[config.mk]
export PLATFORM = sky130hd
export DESIGN_NAME = branch_steer
export DESIGN_NICKNAME = d
export VERILOG_FILES = /design/src/rtl/branch_steer_pkg.sv /design/src/rtl/bs_cond_eval.sv /design/src/rtl/bs_hist_table.sv /design/src/rtl/branch_steer.sv
export SDC_FILE = /design/constraint.sdc
export NUM_CORES = 1
export LEC_CHECK = 0
export ABC_CLOCK_PERIOD_IN_PS = 4400
export BUFFER_PORTS_ARGS = -buffer_cell sky130_fd_sc_hd__buf_4
export CORE_UTILIZATION = 58
export CTS_BUF_LIST = sky130_fd_sc_hd__clkbuf_16
export DETAILED_ROUTE_END_ITERATION = 12
export PLACE_DENSITY = 0.91
export SETUP_SLACK_MARGIN = 0.2
export SYNTH_ARGS = -nofsm -noshare
export SYNTH_HDL_FRONTEND = slang
export SYNTH_SLANG_ARGS = --single-unit
[constraint.sdc]
create_clock -name clk -period 4.4 [get_ports clk]
set_input_delay 0.22 -clock clk [delete_from_list [all_inputs] [get_ports clk]]
set_output_delay 0.22 -clock clk [all_outputs]
set_load 0.005 [all_outputs]
[src/rtl/branch_steer_pkg.sv]
package branch_steer_pkg;

    localparam int BR_OFF_W = 16;

    typedef enum logic [1:0] {
        CMP_EQ = 2'd0,
        CMP_NE = 2'd1,
        CMP_LT = 2'd2,
        CMP_GE = 2'd3
    } cmp_kind_e;

    localparam int PRED_STATIC = 0;
    localparam int PRED_ONEBIT = 1;
    localparam int PRED_TWOBIT = 2;

endpackage

[src/rtl/bs_cond_eval.sv]
module bs_cond_eval
    import branch_steer_pkg::*;
#(
    parameter int DATA_W = 32
) (
    input  logic [DATA_W-1:0] opa,
    input  logic [DATA_W-1:0] opb,
    input  logic [1:0]        kind,
    output logic              taken
);

    logic eq_w;
    logic lt_w;

    assign eq_w = (opa == opb);
    assign lt_w = ($signed(opa) < $signed(opb));

    always_comb begin
        case (cmp_kind_e'(kind))
            CMP_EQ:  taken = eq_w;
            CMP_NE:  taken = !eq_w;
            CMP_LT:  taken = lt_w;
            default: taken = !lt_w;
        endcase
    end

endmodule

[src/rtl/bs_hist_table.sv]
module bs_hist_table
    import branch_steer_pkg::*;
#(
    parameter int IDX_W = 4,
    parameter int MODE  = PRED_TWOBIT
) (
    input  logic             clk,
    input  logic             rst_n,
    input  logic [IDX_W-1:0] rd_idx,
    output logic             rd_taken,
    input  logic             wr_en,
    input  logic [IDX_W-1:0] wr_idx,
    input  logic             wr_taken
);

    localparam int ENTRIES = 1 << IDX_W;

    generate
        if (MODE == PRED_STATIC) begin : g_static
            assign rd_taken = 1'b0;
        end else begin : g_dyn
            localparam int CW = (MODE == PRED_TWOBIT) ? 2 : 1;
            localparam logic [CW-1:0] INIT = (MODE == PRED_TWOBIT) ? CW'(1) : CW'(0);

            logic [CW-1:0] cnt_d [ENTRIES];
            logic [CW-1:0] cnt_q [ENTRIES];

            if (MODE == PRED_TWOBIT) begin : g_two
                always_comb begin
                    cnt_d = cnt_q;
                    if (wr_en) begin
                        if (wr_taken && cnt_q[wr_idx] != 2'b11)
                            cnt_d[wr_idx] = cnt_q[wr_idx] + 2'b01;
                        else if (!wr_taken && cnt_q[wr_idx] != 2'b00)
                            cnt_d[wr_idx] = cnt_q[wr_idx] - 2'b01;
                    end
                end
            end else begin : g_one
                always_comb begin
                    cnt_d = cnt_q;
                    if (wr_en)
                        cnt_d[wr_idx] = CW'(wr_taken);
                end
            end

            always_ff @(posedge clk or negedge rst_n) begin
                if (!rst_n) begin
                    for (int e = 0; e < ENTRIES; e++)
                        cnt_q[e] <= INIT;
                end else begin
                    cnt_q <= cnt_d;
                end
            end

            assign rd_taken = cnt_q[rd_idx][CW-1];
        end
    endgenerate

endmodule

[src/rtl/branch_steer.sv]
module branch_steer
    import branch_steer_pkg::*;
#(
    parameter int              PC_W          = 32,
    parameter int              DATA_W        = 32,
    parameter int              IDX_W         = 4,
    parameter int              PRED_MODE     = PRED_TWOBIT,
    parameter int              RESOLVE_IN_ID = 0,
    parameter logic [PC_W-1:0] RESET_PC      = '0
) (
    input  logic              clk,
    input  logic              rst_n,
    input  logic              fe_is_br,
    input  logic [15:0]       fe_off,
    output logic [PC_W-1:0]   fetch_pc,
    output logic              fetch_pred,
    input  logic              rs_valid,
    input  logic [PC_W-1:0]   rs_pc,
    input  logic [DATA_W-1:0] rs_opa,
    input  logic [DATA_W-1:0] rs_opb,
    input  logic [1:0]        rs_kind,
    input  logic [15:0]       rs_off,
    input  logic              rs_pred,
    output logic              redirect,
    output logic              flush_if,
    output logic              flush_id
);

    localparam logic [PC_W-1:0] STEP = PC_W'(4);
    localparam int              PAD  = PC_W - BR_OFF_W - 2;

    typedef struct packed {
        logic [PC_W-1:0] pc;
    } steer_t;

    steer_t st_d, st_q;

    logic             res_taken;
    logic             hist_taken;
    logic             mispred;
    logic [PC_W-1:0]  res_target;
    logic [PC_W-1:0]  fe_target;
    logic [PC_W-1:0]  fall_pc;

    function automatic logic [PC_W-1:0] jump_to(input logic [PC_W-1:0] base,
                                                input logic [BR_OFF_W-1:0] off);
        return base + STEP + {{PAD{off[BR_OFF_W-1]}}, off, 2'b00};
    endfunction

    bs_cond_eval #(.DATA_W(DATA_W)) u_cond (
        .opa   (rs_opa),
        .opb   (rs_opb),
        .kind  (rs_kind),
        .taken (res_taken)
    );

    bs_hist_table #(.IDX_W(IDX_W), .MODE(PRED_MODE)) u_hist (
        .clk      (clk),
        .rst_n    (rst_n),
        .rd_idx   (st_q.pc[IDX_W+1:2]),
        .rd_taken (hist_taken),
        .wr_en    (rs_valid),
        .wr_idx   (rs_pc[IDX_W+1:2]),
        .wr_taken (res_taken)
    );

    always_comb begin
        res_target = jump_to(rs_pc, rs_off);
        fe_target  = jump_to(st_q.pc, fe_off);
        fall_pc    = rs_pc + STEP;
        mispred    = rs_valid && (res_taken != rs_pred);
        fetch_pred = fe_is_br && hist_taken;

        st_d = st_q;
        if (mispred)
            st_d.pc = res_taken ? res_target : fall_pc;
        else if (fetch_pred)
            st_d.pc = fe_target;
        else
            st_d.pc = st_q.pc + STEP;
    end

    always_ff @(posedge clk or negedge rst_n) begin
        if (!rst_n)
            st_q.pc <= RESET_PC;
        else
            st_q <= st_d;
    end

    generate
        if (RESOLVE_IN_ID != 0) begin : g_early
            assign flush_id = 1'b0;
        end else begin : g_late
            assign flush_id = mispred;
        end
    endgenerate

    assign fetch_pc = st_q.pc;
    assign redirect = mispred;
    assign flush_if = mispred;

endmodule

==> results_dict.tcl, run 1 <==
set metrics [dict create \
    syn-mean-instance-area_um2 8.54 \
    period_share_pct 89.8 \
    postCtsSetupBuffers 0 \
    setup_total_negative_slack_ps 0 \
    number_of_instances_on_the_worst_hold_path 2 \
    min_path_type "in2reg" \
    synth-seq-area-share_pct 18.8 \
    setup.worst_path.start_class "input pin" \
    async_flop_share_pct 100 \
    synth.cells.most_frequent "sky130_fd_sc_hd__ha_1 (97), sky130_fd_sc_hd__a21oi_1 (66), sky130_fd_sc_hd__nand2_1 (66)" \
    drive_gt1_share_pct 24.4 \
    grt_antenna_before_repair 0 \
    cell_type_with_the_largest_total_area_after_synthesis "sky130_fd_sc_hd__ha_1" \
    critPathMaxFanout 20 \
    finalHoldViolations 0 \
    finalMaxSlewViolations 0 \
    numClockSinks 64 \
    drt-initial-drc-count 1001 \
    initial_core_util_pct 59.4 \
    ctsHtreeMaxLevel 3 \
    grt_first_pass_wirelength_um 41700 \
    clk_pin_slew_ps 60 \
    grt_pass1_vias 8448 \
    worst_clock_skew_ps 9.68 \
    dieWidth_um 124 \
    worst_hold_startpoint "rs_pc[1]" \
    placement_rows 44 \
    topRoutingLayerUsed "met4" \
    hpwl_um 20700 \
    synth.net_count 1246 \
    power_density_mw_per_mm2 566 \
    layout-area-overhead-vs-synth_pct 21.9 \
    core-area_mm2 0.0145 \
    die_area_mm2 0.0154 \
    regToRegStartpoint "fetch_pc[3]" \
    drt-total-wl_um 26800 \
    total_global_routing_track_utilization_pct 35.1 \
    yosys.area.top_type_share_pct 14.0 \
    worstRegToRegCells 15 \
    dr.pass1.iters 6 \
    clock_tree_from_tritoncts "yes" \
    design.portCount 171 \
    m1WireLength_um 10700 \
    synth_enable_flop_cells 0 \
    maxCapViolCount 0 \
    run_status "completed" \
    final_nets 1412 \
    vias_per_cell 6.50 \
    postSynthRegisterBits 64 \
    crit_path_start "rs_opa[31]" \
    post_drt_wl_per_cell_um 19.6 \
    clk_root_buffer_cell "sky130_fd_sc_hd__clkbuf_16" \
    max_freq_mhz 253 \
    cellLeakagePower_nw 4.92 \
    gp_congestion 1.02 \
    worst_ep_arrival_time_ps 3730 \
    cts-root-to-sink-buffers 2 \
    synthCells 1012 \
    cts_buffers 9 \
    dpl.cell_count 1350 \
    postSynth.topFlopCell "sky130_fd_sc_hd__dfrtp_1" \
    tightest_slew_ps 997 \
    max_slew_margin_pct 31.8 \
    detailroute.via_count 8881 \
    yosysWarningCount 0 \
    grt_max_degree 65 \
    antenna_cells_inserted 0 \
    synth.lib_cells_used.distinct 72 \
    post-synth-top-count-cell "sky130_fd_sc_hd__ha_1" \
    routed_length_on_met2_um 12200 \
    grt_overflow 0 \
    drc 0 \
    insertion_delay_ps 350 \
    critical_path.endpoint_type "output port" \
    fillCellCount 1068 \
    port_buffers 170 \
    worstSetupPathType "in2out" \
    die-height_um 124 \
    finalSetupViolations 0 \
    worst-endpoint-required_ps 4180 \
    finalCriticalPeriod_ps 3950 \
    power.ir.vdd_worst_mv 0.266 \
    layout.cells.non_filler 1367 \
    antenna_left 0 \
    met3RoutedLength_um 2560 \
    rsz0062_at_grt "false" \
    synth.top_cells.by_area "sky130_fd_sc_hd__ha_1 (14%), sky130_fd_sc_hd__dfrtp_1 (14%), sky130_fd_sc_hd__mux2i_1 (7.3%), sky130_fd_sc_hd__xnor2_1 (6.5%), sky130_fd_sc_hd__dfstp_2 (4.9%)" \
    synthesis.area_mm2 0.00864 \
]
worst max-delay path, stage by stage:
cell,delay (ps)
sky130_fd_sc_hd__buf_4,110
sky130_fd_sc_hd__ha_1,380
sky130_fd_sc_hd__nand4_1,180
sky130_fd_sc_hd__nor4_2,440
sky130_fd_sc_hd__nand3_1,180
sky130_fd_sc_hd__and3_4,250
sky130_fd_sc_hd__a221o_1,400
sky130_fd_sc_hd__a2111o_1,590
sky130_fd_sc_hd__nor3_2,310
sky130_fd_sc_hd__o21ai_4,170
sky130_fd_sc_hd__inv_4,310
sky130_fd_sc_hd__buf_4,180
repair_timing:
action | CTS | global route
hold buffers | 1 | 0
endpoints found under the setup margin | 0 | 7
hold endpoints to repair | 18 | 0
gates resized for setup | 0 | 9
where the power goes:
part | switching, mW | internal, mW | total, mW | leakage [nW]
clock network | 0.296 | 0.561 | 0.857 | 0.172
registers | 0.351 | 0.941 | 1.29 | 0.740
logic | 2.07 | 1.74 | 3.81 | 4.00
total | 2.71 | 3.24 | 5.95 | 4.92
logic make-up after synthesis:
group           share of synthesized area [%]
simple gates                             18.2
compound gates                           18.1
mux                                      15.8
xor+xnor                                 10.1
fa+ha+maj                                14.5
buf+inv                                  4.45
flops                                    18.8
placed cells by master (no fill, tap or decap), types with 8 or more instances in the layout:
cell type | netlist | routed
sky130_fd_sc_hd__inv_1 | 60 | 60
sky130_fd_sc_hd__a21oi_1 | 66 | 66
sky130_fd_sc_hd__mux2i_1 | 63 | 63
sky130_fd_sc_hd__nand2b_1 | 11 | 11
sky130_fd_sc_hd__a211oi_1 | 8 | 8
sky130_fd_sc_hd__and3_1 | 16 | 16
sky130_fd_sc_hd__a31oi_1 | 10 | 10
sky130_fd_sc_hd__xor2_1 | 36 | 36
sky130_fd_sc_hd__nand2_1 | 66 | 66
sky130_fd_sc_hd__clkbuf_16 | 0 | 9
sky130_fd_sc_hd__a21o_1 | 28 | 28
sky130_fd_sc_hd__mux4_2 | 14 | 14
sky130_fd_sc_hd__buf_4 | 4 | 187
sky130_fd_sc_hd__dfstp_2 | 16 | 16
sky130_fd_sc_hd__xnor2_1 | 64 | 64
sky130_fd_sc_hd__nand4_1 | 39 | 39
sky130_fd_sc_hd__o21ai_0 | 48 | 47
sky130_fd_sc_hd__and2_1 | 13 | 13
sky130_fd_sc_hd__nand3_1 | 49 | 49
sky130_fd_sc_hd__mux2_2 | 35 | 35
sky130_fd_sc_hd__nor2_1 | 51 | 50
sky130_fd_sc_hd__ha_1 | 97 | 97
sky130_fd_sc_hd__dfrtp_1 | 48 | 47
sky130_fd_sc_hd__nor3_1 | 16 | 14
sky130_fd_sc_hd__o21a_1 | 12 | 12
final timing paths:
kind,to,slack (ps)
setup / recovery,flush_if,450
hold / removal,fetch_pc[1],130
setup reg to reg,fetch_pc[30],470
hold reg to reg,u_hist.g_dyn.cnt_q[31],540
max in group asynchronous,fetch_pc[3],3320
min in group asynchronous,u_hist.g_dyn.cnt_q[19],490
per-stage QoR:
step / cell area (um^2) / setup slack, ps / power, mW / hold slack (ps) / util [%]
floorplan: 8640 / 497 / 3.73 / -75.6 / -
global placement: 10100 / 499 / 4.76 / 344 / 69.7
detailed placement: 10100 / 333 / 4.89 / 351 / 69.7
CTS: 10500 / 218 / 5.83 / 129 / 72.2
global route: 10500 / 218 / 6.32 / 139 / 72.4
finish: 10500 / 448 / 5.95 / 132 / 72.4
cell type report:
class | count | area [um^2] | area share, %
clock buffer | 9 | 225 | 2.14
clock inverter | 7 | 128 | 1.21
inverter | 62 | 235 | 2.23
multi-input combinational | 853 | 6670 | 63.4
sequential | 64 | 1620 | 15.4
tap | 184 | 230 | 2.19
timing repair buffer | 188 | 1410 | 13.4
routing by layer:
metal / vias up / track usage [%]
met5: - / 0
met4: 0 / 18.5
met3: 123 / 7.83
met2: 497 / 56.9
met1: 4141 / 43.5
li1: 4120 / -
Note: power is estimated with default switching activity, not from simulation.
==> inputs of run 2 (changes only) <==
==> constraint.sdc (replaced) <==
create_clock -name clk -period 4.4 [get_ports clk]
set_input_delay 1.1 -clock clk [delete_from_list [all_inputs] [get_ports clk]]
set_output_delay 1.1 -clock clk [all_outputs]
set_load 0.005 [all_outputs]
==> run 2 against run 1 <==
Compared with the run above: the run now ends with negative setup slack left; critical path type unchanged; sequential share of layout area fell by 1.3 points; clock skew fell by 3.5 ps; core utilization rose by 6.5 points.
==> results_dict.tcl, run 2 (same netlist as run 1, synthesis figures left out) <==
set metrics [dict create \
    finalMaxSlewViolations 0 \
    worst_ep_arrival_time_ps 3840 \
    ctsHtreeMaxLevel 3 \
    final_common_cell "sky130_fd_sc_hd__buf_4" \
    finalCriticalPeriod_ps 4940 \
    grt_max_degree 65 \
    clk_pin_slew_ps 60 \
    global_route.usage.met3_pct 6.68 \
    detailroute.via_count 9470 \
    slowest_stage "sky130_fd_sc_hd__a2111oi_4" \
    worst_clock_skew_ps 6.18 \
    power.ir.vdd_worst_mv 0.257 \
    cts-root-to-sink-buffers 2 \
    drive_gt1_share_pct 32.6 \
    period_share_pct 112 \
    grt_first_pass_wirelength_um 43700 \
    drt-total-wl_um 30100 \
    placement_rows 44 \
    drc 0 \
    finalSetupViolations 3 \
    antenna_left 0 \
    power_density_mw_per_mm2 526 \
    vias_per_cell 6.58 \
    total_global_routing_track_utilization_pct 37.0 \
    cp_cell_sequence "buf_4 -> inv_2 -> ha_4 -> nand4_1 -> buf_4 -> nor3_1 -> a221oi_2 -> o21ai_2 -> a221o_1 -> buf_6 -> a2111oi_4 -> a21oi_2 -> o21ai_4 -> inv_4 -> buf_6" \
    drt-initial-drc-count 1135 \
    die-height_um 124 \
    hpwl_um 21200 \
    worst-endpoint-required_ps 3300 \
    grt_overflow 0 \
    final_nets 1485 \
    most_frequent_cells_in_the_layout "sky130_fd_sc_hd__buf_4 (243), sky130_fd_sc_hd__ha_1 (82), sky130_fd_sc_hd__nand2_1 (66), sky130_fd_sc_hd__a21oi_1 (61), sky130_fd_sc_hd__xnor2_1 (61)" \
    regToRegStartpoint "fetch_pc[7]" \
    grt_pass1_vias 8717 \
    failing_checks "negative setup slack" \
    crit_path_start "rs_opb[31]" \
    clk_root_buffer_cell "sky130_fd_sc_hd__clkbuf_16" \
    busiest_layer "met2" \
    met1_usage_pct 45.3 \
    critical_path.endpoint_type "output port" \
    clock_tree_from_tritoncts "yes" \
    rsz0062_at_grt "true" \
    dr.pass1.iters 7 \
    run_status "finished, violations left" \
    max_slew_margin_pct 45.9 \
    maxCapViolCount 0 \
    gp_congestion 0.959 \
    min_path_type "reg2reg" \
    finalCoreUtilization_pct 78.9 \
    setup.worst_path.start_class "input pin" \
    die_area_mm2 0.0154 \
    insertion_delay_ps 340 \
    core-area_mm2 0.0145 \
    dieWidth_um 124 \
    number_of_instances_on_the_worst_hold_path 1 \
    port_buffers 170 \
    hold_ws_ps 515 \
    design.portCount 171 \
    cellLeakagePower_nw 5.33 \
    timing.critical_path.slowest_cell_delay_ps 430 \
    fillCellCount 878 \
    pre_cts_slack_ps -426 \
    global_route_met2_usage_pct 62.6 \
    post_drt_wl_per_cell_um 20.9 \
    worst_hold_startpoint "fetch_pc[0]" \
    tightest_slew_ps 812 \
    max_freq_mhz 202 \
    worstSetupPathType "in2out" \
    layout-area-overhead-vs-synth_pct 32.8 \
    grt_antenna_before_repair 0 \
    numClockSinks 64 \
    cts_buffers 9 \
    post-route-worst-setup-slack_ps -539 \
    finalHoldViolations 0 \
    cts_hold_repair.buffers 0 \
    initial_core_util_pct 59.4 \
    worstRegToRegCells 15 \
    critPathMaxFanout 4 \
    antenna_cells_inserted 0 \
]
## run 2: changes by cell type in the layout (fill, tap and decap cells not counted), moves of 6 or more
cell	change
sky130_fd_sc_hd__buf_4	+56
sky130_fd_sc_hd__buf_6	+15
sky130_fd_sc_hd__ha_1	-15
sky130_fd_sc_hd__ha_4	+14
sky130_fd_sc_hd__inv_1	-9
sky130_fd_sc_hd__inv_2	+6
## run 2: repair_timing
| action | CTS | global route |
|---|---|---|
| pin swaps | 13 | 30 |
| setup buffers | 5 | 12 |
| resized for setup | 23 | 55 |
| cloned | 0 | 0 |
| endpoints found under the setup margin | 6 | 47 |
## run 2: layer usage
| metal | share of wire [%] | vias up |
|---|---|---|
| li1 | - | 4253 |
| met1 | 37 | 4328 |
| met2 | 46 | 715 |
| met3 | 12 | 174 |
| met4 | 5.3 | 0 |
| met5 | 0 | - |
## run 2: path summary, 6_finish.rpt
check                      slack [ps]      endpoint
max                              -540      flush_if
min                               510   fetch_pc[0]
max reg2reg                       350  fetch_pc[30]
min reg2reg                       510   fetch_pc[0]
max in group asynchronous        3010  fetch_pc[23]
min in group asynchronous         860   fetch_pc[2]
## run 2: final cells by class
| class | count | area [um^2] | share of cell area, % |
|---|---|---|---|
| multi-input combinational | 853 | 7020 | 61.2 |
| timing repair buffer | 261 | 2050 | 17.9 |
| sequential | 64 | 1620 | 14.1 |
| inverter | 62 | 258 | 2.25 |
| clock buffer | 10 | 250 | 2.18 |
| tap | 184 | 230 | 2.01 |
| clock inverter | 6 | 40.0 | 0.349 |
## run 2: metrics by stage
step	instances	cell area, um^2	setup TNS (ps)	power [mW]
2_1_floorplan	1012	8780	-1200	3.74
3_3_place_gp	1407	10700	-1020	4.76
3_5_place_dp	1407	10700	-1670	4.93
4_1_cts	1428	11100	-1240	5.76
5_1_grt	1440	11500	-1940	6.37
6_report	1440	11500	-1620	6.03
## run 2: critical path: cells and delay by family
family,cells,cell delay (ps)
AO/OA/AOI/OAI,6,1600
buffers and inverters,6,680
AND/OR/NAND/NOR,2,230
adder cells (fa/ha/maj),1,210
## run 2: power by group
part           total [mW]  switching (mW)  internal (mW)
Clock               0.701           0.285          0.416
Sequential           1.31           0.368          0.941
Combinational        4.02            2.17           1.85
==> inputs of run 3 (changes only) <==
Settings changed: SETUP_SLACK_MARGIN 0.2 to default.
==> run 3 against run 2 <==
Compared with the run above: the run still ends with negative setup slack left; die area is the same; flip-flop and latch count did not move; sequential share of layout area down 0.21 points; first-iteration DRC count increased by 5.7%; fmax up 6.6%; total power grew 2.2%; clock power is 23% higher; routed wire length is 2.1% higher; non-clock buffer count grew 16; critical path type unchanged.
==> results_dict.tcl, run 3 (same netlist as run 1, synthesis figures left out) <==
set metrics [dict create \
    worst-endpoint-required_ps 3300 \
    grt_overflow 0 \
    hold_ws_ps 515 \
    max_slew_margin_pct 45.2 \
    routed_length_on_met2_um 14400 \
    grt_first_pass_wirelength_um 45900 \
    report.power.total_mw 6.16 \
    seqPwrFrac_pct 21.1 \
    finalMaxSlewViolations 0 \
    run_status "finished, violations left" \
    post-route-worst-setup-slack_ps -235 \
    max_freq_mhz 216 \
    critical_path.endpoint_type "output port" \
    port_buffers 170 \
    detailroute.via_count 9715 \
    min_path_type "reg2reg" \
    core-area_mm2 0.0145 \
    die_area_mm2 0.0154 \
    dpl.cell_count 1428 \
    clk_root_buffer_cell "sky130_fd_sc_hd__clkbuf_16" \
    path_depth 13 \
    final_common_cell "sky130_fd_sc_hd__buf_4" \
    pre_cts_slack_ps -344 \
    share_comb_of_total_power_pct 64.9 \
    grt_pass1_vias 9091 \
    worst_ep_arrival_time_ps 3530 \
    failing_checks "negative setup slack" \
    dieWidth_um 124 \
    total_global_routing_track_utilization_pct 38.8 \
    cp_cell_sequence "buf_6 -> inv_2 -> ha_4 -> nand4_1 -> nor4_2 -> nand3_2 -> and3_4 -> a221o_1 -> a2111o_1 -> nor3_4 -> o21ai_4 -> inv_4 -> buf_6" \
    vias_per_cell 6.67 \
    worstSetupPathType "in2out" \
    cts-root-to-sink-buffers 2 \
    finalInstanceArea_mm2 0.0116 \
    dr.pass1.iters 9 \
    power_switching_share_pct 46.0 \
    drc 0 \
    cts_buffers 9 \
    setup_total_negative_slack_ps -698 \
    antenna_left 0 \
    finalHoldViolations 0 \
    final_nets 1501 \
    timing.critical_path.slowest_cell_delay_ps 400 \
    most_frequent_cells_in_the_layout "sky130_fd_sc_hd__buf_4 (262), sky130_fd_sc_hd__ha_1 (78), sky130_fd_sc_hd__nand2_1 (66), sky130_fd_sc_hd__mux2i_1 (63), sky130_fd_sc_hd__a21oi_1 (62)" \
    ctsHtreeMaxLevel 3 \
    power.internal_mw 3.33 \
    drt-initial-drc-count 1200 \
    initial_core_util_pct 59.4 \
    critPathBufInv 4 \
    gp_congestion 0.956 \
    power.switching_mw 2.83 \
    slowest_stage "sky130_fd_sc_hd__a2111o_1" \
    insertion_delay_ps 350 \
    grt_max_degree 65 \
    number_of_instances_on_the_worst_hold_path 1 \
    grt_antenna_before_repair 0 \
    critPathTopFamily "simple AND/OR/NAND/NOR gates" \
    cellLeakagePower_nw 5.41 \
    crit_path_frequent_cell "sky130_fd_sc_hd__buf_6" \
    cts_hold_repair.buffers 0 \
    power_density_mw_per_mm2 529 \
    critPathMaxFanout 4 \
    regToRegSetupSlack_ps 180 \
    placed_cell_area_mm2 0.0108 \
    finalSetupViolations 3 \
    worstRegToRegCells 14 \
    maxCapViolCount 0 \
    clk_pin_slew_ps 60 \
    post_drt_wl_per_cell_um 21.1 \
    drive_gt1_share_pct 33.8 \
    worst_clock_skew_ps 8.94 \
    antenna_cells_inserted 0 \
    topRoutingLayerUsed "met4" \
    period_share_pct 105 \
    design.portCount 171 \
    numClockSinks 64 \
    die-height_um 124 \
    tightest_slew_ps 822 \
    layout-area-overhead-vs-synth_pct 34.8 \
    m1WireLength_um 11400 \
    layout.cells.non_filler 1456 \
    met3RoutedLength_um 3380 \
    power.ir.vdd_worst_mv 0.265 \
    clock_share_of_power_pct 14.0 \
    finalCoreUtilization_pct 80.1 \
    drt-total-wl_um 30800 \
    finalCriticalPeriod_ps 4630 \
    clock_tree_from_tritoncts "yes" \
    hpwl_um 21800 \
    setup.worst_path.start_class "input pin" \
    rsz0062_at_grt "true" \
    placement_rows 44 \
]
## run 3: cell count changes in the layout (fill, tap and decap cells not counted), sizes merged
| cell | previous run | this run |
|---|---|---|
| buf | 261 | 277 |
| bufinv | 0 | 3 |
| clkbuf | 10 | 9 |
| clkinv | 3 | 2 |
| clkinvlp | 1 | 0 |
## run 3: area by class of cell
type / count / area (um^2)
Fill cell: 848 / 2890
Clock inverter: 7 / 125
Multi-Input combinational cell: 853 / 7030
Timing Repair Buffer: 277 / 2140
Sequential cell: 64 / 1620
Clock buffer: 9 / 225
Inverter: 62 / 265
Tap cell: 184 / 230
## run 3: worst paths after layout
path	from	end
worst max-delay path	rs_opb[23]	flush_if
worst min-delay path	fetch_pc[1]	fetch_pc[1]
worst max register to register	fetch_pc[8]	fetch_pc[29]
worst min register to register	fetch_pc[1]	fetch_pc[1]
max in group asynchronous	rst_n	fetch_pc[18]
min in group asynchronous	rst_n	fetch_pc[0]
## run 3: routing by layer
metal  vias to the layer above  global-route usage, %
met2                       723                   65.0
met5                         -                      0
li1                       4282                      -
met1                      4554                   47.2
met3                       156                   7.88
met4                         0                   19.6
## run 3: what timing repair did
item / in CTS / in global routing
hold endpoints to repair: 0 / 0
pin swaps: 22 / 8
setup endpoints to repair: 18 / 10
gates resized for setup: 47 / 27
buffers inserted: 7 / 5
## run 3: power groups by stage
stage | clock network [mW] | logic [mW] | registers [mW]
2_1_floorplan | 0 | 2.59 | 1.15
3_3_place_gp | 0 | 3.56 | 1.23
3_5_place_dp | 0 | 3.72 | 1.26
4_1_cts | 0.853 | 3.83 | 1.27
5_1_grt | 0.888 | 4.30 | 1.30
6_report | 0.865 | 4.00 | 1.30
## run 3: worst reg2reg max path: stages, from the launching register on
cell and delay, ps:
sky130_fd_sc_hd__dfrtp_1 480, sky130_fd_sc_hd__and4_1 370, sky130_fd_sc_hd__nand3_1 170, sky130_fd_sc_hd__nor2_1 380, sky130_fd_sc_hd__nand3_1 240, sky130_fd_sc_hd__xnor2_1 220
sky130_fd_sc_hd__ha_1 390, sky130_fd_sc_hd__nand4_1 170, sky130_fd_sc_hd__a2111oi_0 310, sky130_fd_sc_hd__o211ai_1 230, sky130_fd_sc_hd__a21o_1 260, sky130_fd_sc_hd__a21oi_1 250
sky130_fd_sc_hd__a31oi_1 190, sky130_fd_sc_hd__o221ai_1 320, sky130_fd_sc_hd__a22oi_1 120
